===== config.mk =====
export PLATFORM = sky130hd
export DESIGN_NAME = bias_hyst_ctrl
export DESIGN_NICKNAME = d
export VERILOG_FILES = /design/src/rtl/bias_hyst_pkg.sv /design/src/rtl/bias_cmp_filter.sv /design/src/rtl/bias_restart_cnt.sv /design/src/rtl/bias_hyst_ctrl.sv
export SDC_FILE = /design/constraint.sdc
export NUM_CORES = 1
export LEC_CHECK = 0
export CAP_MARGIN = 20
export CORE_MARGIN = 1
export CORE_UTILIZATION = 49
export CTS_BUF_LIST = sky130_fd_sc_hd__clkbuf_16
export DETAILED_ROUTE_END_ITERATION = 6
export PLACE_DENSITY = 0.88
export SETUP_SLACK_MARGIN = 0.1
export SYNTH_ARGS = -nofsm -noshare
export SYNTH_HDL_FRONTEND = slang
export SYNTH_HIERARCHICAL = 1
export SYNTH_SLANG_ARGS = --single-unit

===== constraint.sdc =====
create_clock -name clk -period 4.1 [get_ports clk]
set_input_delay 0.615 -clock clk [delete_from_list [all_inputs] [get_ports clk]]
set_output_delay 0.615 -clock clk [all_outputs]
set_load 0.01 [all_outputs]

===== src/rtl/bias_hyst_pkg.sv =====
// Package: shared types for the start-up bias hysteresis controller.
// Assumes the mode encoding is fixed by the mode sequencer upstream.
package bias_hyst_pkg;

    typedef enum logic [1:0] {
        MODE_START = 2'b00,
        MODE_NORM  = 2'b01,
        MODE_BURST = 2'b10,
        MODE_ALT   = 2'b11
    } op_mode_e;

    // Comparison kind for a threshold filter.
    typedef enum logic [1:0] {
        CMP_GE = 2'b00,
        CMP_LT = 2'b01,
        CMP_GT = 2'b10
    } cmp_kind_e;

endpackage


===== src/rtl/bias_cmp_filter.sv =====
// Module: bias_cmp_filter
// Compares the sense code against one fixed threshold. The filtered flag
// moves only when two consecutive raw results agree.
// Assumes the code is synchronous to clk. Both registers reset to 0.
module bias_cmp_filter
    import bias_hyst_pkg::*;
#(
    parameter int        CODE_W = 10,
    parameter int        THRESH = 512,
    parameter cmp_kind_e KIND   = CMP_GE
) (
    input  logic              clk,
    input  logic              rst_n,
    input  logic [CODE_W-1:0] code,
    output logic              flag
);

    localparam logic [CODE_W-1:0] TH_C = CODE_W'(THRESH);

    logic raw;
    logic samp_q;
    logic flag_q;

    // Raw comparison, variant chosen by KIND.
    generate
        if (KIND == CMP_GE) begin : g_ge
            assign raw = (code >= TH_C);
        end else if (KIND == CMP_LT) begin : g_lt
            assign raw = (code < TH_C);
        end else begin : g_gt
            assign raw = (code > TH_C);
        end
    endgenerate

    // Keep the previous raw sample and update the flag on two agreeing samples.
    always_ff @(posedge clk) begin
        if (!rst_n) begin
            samp_q <= 1'b0;
            flag_q <= 1'b0;
        end else begin
            samp_q <= raw;
            if (raw == samp_q) begin
                flag_q <= raw;
            end
        end
    end

    assign flag = flag_q;

endmodule


===== src/rtl/bias_restart_cnt.sv =====
// Module: bias_restart_cnt
// Saturating count of ramp restarts. Flags exhaustion at MAX_RESTARTS.
// Assumes inc is a single-cycle request. The count clears only on reset.
module bias_restart_cnt #(
    parameter int MAX_RESTARTS = 10
) (
    input  logic clk,
    input  logic rst_n,
    input  logic inc,
    output logic exhausted
);

    localparam int CNT_W = $clog2(MAX_RESTARTS + 1);
    localparam logic [CNT_W-1:0] CNT_MAX = CNT_W'(MAX_RESTARTS);

    logic [CNT_W-1:0] cnt_q;

    // Count restarts up to the limit and then stop.
    always_ff @(posedge clk) begin
        if (!rst_n) begin
            cnt_q <= '0;
        end else if (inc && (cnt_q != CNT_MAX)) begin
            cnt_q <= cnt_q + 1'b1;
        end
    end

    assign exhausted = (cnt_q == CNT_MAX);

endmodule


===== src/rtl/bias_hyst_ctrl.sv =====
// Module: bias_hyst_ctrl (top)
// Drives the start-up pass-device control level from a filtered bias code.
// Mode-dependent hysteresis, start-up switching gate, bounded restart count
// and a force-low override. All outputs are registered.
// Assumes bias_code and the control inputs are synchronous to clk.
module bias_hyst_ctrl
    import bias_hyst_pkg::*;
#(
    parameter int CODE_W       = 10,
    parameter int TH_HIGH      = 913,
    parameter int TH_LOW       = 457,
    parameter int TH_BURST     = 495,
    parameter int MAX_RESTARTS = 10
) (
    input  logic              clk,
    input  logic              rst_n,
    input  logic [CODE_W-1:0] bias_code,
    input  logic [1:0]        mode,
    input  logic              ramp_done,
    input  logic              force_low,
    output logic              bias_ctrl,
    output logic              sw_allow,
    output logic              restart_pulse,
    output logic              restart_exhausted
);

    op_mode_e mode_e;
    logic     hi_f, lo_f, bu_f;
    logic     lvl_q, lvl_n;
    logic     sw_q, sw_n;
    logic     pulse_q, pulse_n;
    logic     primed_q, primed_n;
    logic     exh;

    assign mode_e = op_mode_e'(mode);

    // Filtered "reached upper threshold" decision.
    bias_cmp_filter #(.CODE_W(CODE_W), .THRESH(TH_HIGH), .KIND(CMP_GE)) u_hi (
        .clk(clk), .rst_n(rst_n), .code(bias_code), .flag(hi_f)
    );

    // Filtered "below lower threshold" decision.
    bias_cmp_filter #(.CODE_W(CODE_W), .THRESH(TH_LOW), .KIND(CMP_LT)) u_lo (
        .clk(clk), .rst_n(rst_n), .code(bias_code), .flag(lo_f)
    );

    // Filtered "above burst release threshold" decision.
    bias_cmp_filter #(.CODE_W(CODE_W), .THRESH(TH_BURST), .KIND(CMP_GT)) u_bu (
        .clk(clk), .rst_n(rst_n), .code(bias_code), .flag(bu_f)
    );

    // Restart budget.
    bias_restart_cnt #(.MAX_RESTARTS(MAX_RESTARTS)) u_cnt (
        .clk(clk), .rst_n(rst_n), .inc(pulse_n), .exhausted(exh)
    );

    // Next control level, priming state and restart request.
    always_comb begin
        lvl_n    = lvl_q;
        primed_n = primed_q;
        pulse_n  = 1'b0;
        if (force_low || exh) begin
            lvl_n = 1'b0;
        end else if (!primed_q) begin
            if (hi_f) begin
                lvl_n    = 1'b1;
                primed_n = 1'b1;
            end
        end else begin
            unique case (mode_e)
                MODE_START: begin
                    if (lvl_q && lo_f) begin
                        lvl_n   = 1'b0;
                        pulse_n = !ramp_done;
                    end else if (!lvl_q && hi_f) begin
                        lvl_n = 1'b1;
                    end
                end
                MODE_BURST: begin
                    if (lo_f) begin
                        lvl_n = 1'b0;
                    end else if (bu_f) begin
                        lvl_n = 1'b1;
                    end
                end
                MODE_NORM, MODE_ALT: begin
                    lvl_n = 1'b1;
                end
                default: lvl_n = 1'b1;
            endcase
        end
    end

    // Switching permission follows the level only during start-up.
    always_comb begin
        if (force_low || exh || !primed_n) begin
            sw_n = 1'b0;
        end else if (mode_e == MODE_START) begin
            sw_n = lvl_n;
        end else begin
            sw_n = 1'b1;
        end
    end

    // Output and state registers.
    always_ff @(posedge clk) begin
        if (!rst_n) begin
            lvl_q    <= 1'b0;
            sw_q     <= 1'b0;
            pulse_q  <= 1'b0;
            primed_q <= 1'b0;
        end else begin
            lvl_q    <= lvl_n;
            sw_q     <= sw_n;
            pulse_q  <= pulse_n;
            primed_q <= primed_n;
        end
    end

    assign bias_ctrl         = lvl_q;
    assign sw_allow          = sw_q;
    assign restart_pulse     = pulse_q;
    assign restart_exhausted = exh;

endmodule


# Yosys cells after proc, flatten, opt, wreduce, memory -nomap -nowiden
# Index checks and enable logic that the tools add are counted.
# Widths: inputs -> output; s select.
[totals] ff_bits=14 inputBits=16 output_inout_bits=4
[classes] add_sub_neg=1 muxes=16 reduce_logical=11 eq_ne=8 bitwise=1 magnitude_cmp=3
[op_table] op="$mux 1" n=15
[op_table] op="$ge 10x10->1 const B" n=1
[op_table] op="$gt 10x9->1 const B" n=1
[op_table] op="$lt 10x9->1 const B" n=1
[op_table] op="$add 4x1->4 const B" n=1
[op_table] op="$eq 2x2->1 const B" n=2
[op_table] op="$eq 4x4->1 const B" n=1
[op_table] op="$ne 4x4->1 const B" n=1
[op_table] op="$reduce_or 2->1" n=2
[op_table] op="$eq 1x1->1" n=3
[op_table] op="$logic_and 1x1->1" n=3
[op_table] op="$logic_not 1->1" n=3
[op_table] op="$pmux 1 s3" n=1
[op_table] op="$eq 2x1->1 const B" n=1
[op_table] op="$logic_not 2->1" n=1
[op_table] op="$logic_or 1x1->1" n=2
[op_table] op="$not 1->1" n=1

# Logic depth before layout (Yosys ltp)
[depth] depth_word=8 mapped_depth=8

# Modules after synthesis
# Netlist, hierarchy kept.
[modules_own_cells] module="bias_restart_cnt" area_per_inst_um2=212.7 cells_each=22 instances=1 seq_area_each_um2=80.1
[modules_own_cells] module="bias_hyst_ctrl" area_per_inst_um2=183.9 cells_each=21 instances=1 seq_area_each_um2=80.1
[modules_own_cells] module="bias_cmp_filter (u_lo)" area_per_inst_um2=122.6 cells_each=12 instances=1 seq_area_each_um2=40.0
[modules_own_cells] module="bias_cmp_filter (u_hi)" area_per_inst_um2=101.3 cells_each=13 instances=1 seq_area_each_um2=40.0
[modules_own_cells] module="bias_cmp_filter (u_bu)" area_per_inst_um2=90.1 cells_each=10 instances=1 seq_area_each_um2=40.0

# Worst setup path after synthesis
# No wires, ideal clock.
[synth_timing] path_kind="input to register" startpoint="in mode[0]" endpoint="reg u_cnt.cnt_q[2]" setup_ns=0.066 arrival_ns=2.047 required_time_ns=4.034 path_slack_ns=1.987 path_buffers=0 cell_stages=6 path_cell_list="and2b_1 > nand4b_1 > nor4_1 > nand2_1 > or3b_1 > a21oi_2"
[synth_via] elab_chain_len=5
[synth_lines] element="start, declared" line_no="bias_hyst_ctrl.sv:18" text="input logic [1:0] mode,"
[synth_lines] element="$logic_not 2->1" line_no="bias_hyst_ctrl.sv:70" text="unique case (mode_e)"
[synth_lines] element="$mux 1" line_no="bias_hyst_ctrl.sv:70"
[synth_lines] element="$mux 1" line_no="bias_hyst_ctrl.sv:64" text="end else if (!primed_q) begin"
[synth_lines] element="$mux 1" line_no="bias_hyst_ctrl.sv:62" text="if (force_low || exh) begin"
[synth_lines] element="via pulse_n" line_no="bias_hyst_ctrl.sv:31" text="logic pulse_q, pulse_n;"
[synth_lines] element="$logic_and 1x1->1" line_no="bias_restart_cnt.sv:22" text="end else if (inc && (cnt_q != CNT_MAX)) begin"
[synth_lines] element="end signal, assigned" line_no="bias_restart_cnt.sv:23" text="cnt_q <= cnt_q + 1'b1;"
[synth_lines] element="end, declared" line_no="bias_restart_cnt.sv:16" text="logic [CNT_W-1:0] cnt_q;"
# The timed path passes the listed nets, and every way through them passes these cells.
# A chain may end at the register's enable or synchronous reset.

# Worst setup path in the final report
# Ends and elaborated chain as after synthesis.

==> results.tsv <==
stage	metric	value	unit
drt	Top Metal Used	met4	
drt	DR iter-0 viols	16	
clock_tree	clock root cell	clkbuf_16	
finish	P&R area growth vs syn	40.0	%
run_status	outcome	finished clean	
floorplanning	number of core rows	13	
drt	met3 wire len	79	um
finish	share of post-route cells with drive strength above 1	0.130	
synthesis	Mapped Nets	96	
clock_tree	Clock Pin Slew Worst Setup and Hold Paths	40	ps
synthesis	Mapped Area	711	um^2
floorplanning	chip height	40.1	um
grt	vias in the first global route	600	
critical_path	crit path max fanout	6	
sta	final worst clock skew	2.81	ps
clock_tree	hold_buf cts	0	
sta	crit share post-route	0.638	
critical_path	crit path kind	in2reg	
grt	initial antenna violation count	0	
floorplanning	Core Box Area	0.00132	mm^2
synthesis	Netlist cell types	34	
flow_run	Max Cap Viol	0	
drt	sum of routed wire segments on met1	667	um
finish	diodes inserted	0	
clock_tree	clock sink count	14	
pwr	LEAKAGE	0.400	nW
pwr	Worst IR Drop VDD	0.000160	V
drt	routed wl met2	841	um
floorplanning	die width	40.1	um
place	# port buffers	19	
worst_hold_path	Hold Crit Class	reg2reg	
pwr	Pwr Total	350	uW
sta	RSZ-0062 raised after global routing	no	
drt	DR pass1 iterations	4	
finish	most common cell after layout, fill and taps aside	clkdlybuf4s50_1	
synthesis	Post-synth EDFFs	0	
sta	setup TNS	0	ps
floorplanning	Die ar.	0.00161	mm^2
synthesis	synthesis-stage register bit count	14	
finish	Multi-input gate area	419	um^2
finish	most frequent cells in the layout	clkdlybuf4s50_1, dfxtp_1, a21oi_1, nand2_1, nor2_1	
grt	GR Overflow Total	0	
sta	fmax	0.382	GHz
clock_tree	Max clock buf depth	2	
sta	final setup fails	0	
place	Final GP Congestion	0.721	
grt	overall routing resource usage	0.229	
finish	Fillers	100	
drt	residual DRC count	0	
grt	first-pass GRT wire length	2390	um
synthesis	Post-synth ARST share	0	
critical_path	crit path capture type	flip-flop	
critical_path	Worst Path Required	4270	ps
drt	Via density	5.86	
pwr	PD cells	352	mW/mm^2
place	DPL Wire Length	1130	um
critical_path	startpoint types	input pin	
drt	Post-Route WL	1620	um
clock_tree	setup bufs post-CTS	0	
grt	largest net degree at the start of global routing	14	
clock_tree	CTS resizes	0	
clock_tree	H-tree levels	1	
drt	via count	674	
drt	Routed wire per std cell	14.1	um
clock_tree	Skew-Pair Late Insertion Delay	240	ps
sta	Worst Tran Pin Value	851	ps
synthesis	Synth Instances	78	
synthesis	syn avg cell area	9.11	um^2
clock_tree	TritonCTS clock tree	yes	
sta	Final Hold Vio Count	0	
clock_tree	CTS Buf Count	3	
drt	DRT antenna net count	0	
critical_path	Worst Path Arrival	2790	ps
synthesis	Seq/Total Area, Yosys	0.394	
synthesis	synth warn	6	
synthesis	Synth Flop Type	dfxtp_1	
sta	Final min period	2610	ps
sta	Slew Limit Fails	0	
sta	Slew HR	0.427	
finish	Storage cell area	280	um^2
floorplanning	effective utilization at floorplan	0.539	
floorplanning	# IOs	20	
finish	nets	120	
kinds of logic after synthesis:
| group | share of synthesized area |
|---|---|
| compound gates | 0.171 |
| fa+ha+maj | 0.0352 |
| flops | 0.394 |
| xor+xnor | 0.0123 |
| simple gates | 0.372 |
| buf+inv | 0.0158 |
through the flow:
step	utilization	worst slack [ps]	hold slack, ps	area [um^2]	std cells
5_1_grt	0.755	1340	491	995	115
6_report	0.755	1490	462	995	115
3_3_place_gp	0.698	1450	447	920	112
3_5_place_dp	0.698	1340	453	920	112
4_1_cts	0.755	1500	460	995	115
2_1_floorplan	-	1990	439	711	78
flip-flops by register name (all words and copies together) (netlist names):
signal         cells
bias_ctrl          1
primed_q           1
restart_pulse      1
sw_allow           1
u_bu/flag          1
u_bu/samp_q        1
u_cnt/cnt_q        4
u_hi/flag          1
u_hi/samp_q        1
u_lo/flag          1
u_lo/samp_q        1
power by group:
group	switching, mW	total (mW)	internal (mW)
sequential	0.00176	0.141	0.139
combinational	0.0137	0.0324	0.0187
clock	0.0502	0.177	0.127
path summary, 6_finish.rpt:
kind              cells after the start              to  slack, ps           start
hold reg to reg                       2       u_hi/flag        460     u_hi/samp_q
setup / recovery                      7  u_cnt/cnt_q[2]       1490         mode[0]
setup reg to reg                      8  u_cnt/cnt_q[2]       1740  u_cnt/cnt_q[0]
hold / removal                        2       u_hi/flag        460     u_hi/samp_q
Yosys cell counts (all sizes together), types with 2 or more instances:
library cell  number  area (um^2)
a21oi              8         43.8
a311oi             2         23.8
and3               2         13.8
dfxtp             14          280
ha                 2         25.0
inv                3         11.3
nand2              7         26.3
nand3              5         25.0
nand4              2         12.5
nor2               6         22.5
nor2b              4         25.0
nor3               3         15.0
nor3b              2         20.0
nor4               3         31.3
o2111ai            2         23.8
or2                2         15.0
critical path, stage by stage:
cell and delay [ps]:
clkdlybuf4s50_1 410, and2b_1 240, nand4b_1 150, nor4_1 680
nand2_1 150, or3b_1 410, a21oi_2 130
metal layers:
layer / vias to the layer above / global-route usage
li1: 336 / -
met1: 304 / 0.219
met3: 4 / 0.0333
met5: - / 0
met2: 30 / 0.452
met4: 0 / 0.129
area by class of cell:
cell class              count  area share
repair buffers             19       0.191
multi-input cells          61       0.421
well taps                  15      0.0189
clock buffers               3      0.0755
flip-flops and latches     14       0.282
inverters                   3      0.0113
Note: power is estimated with default switching activity, not from simulation.
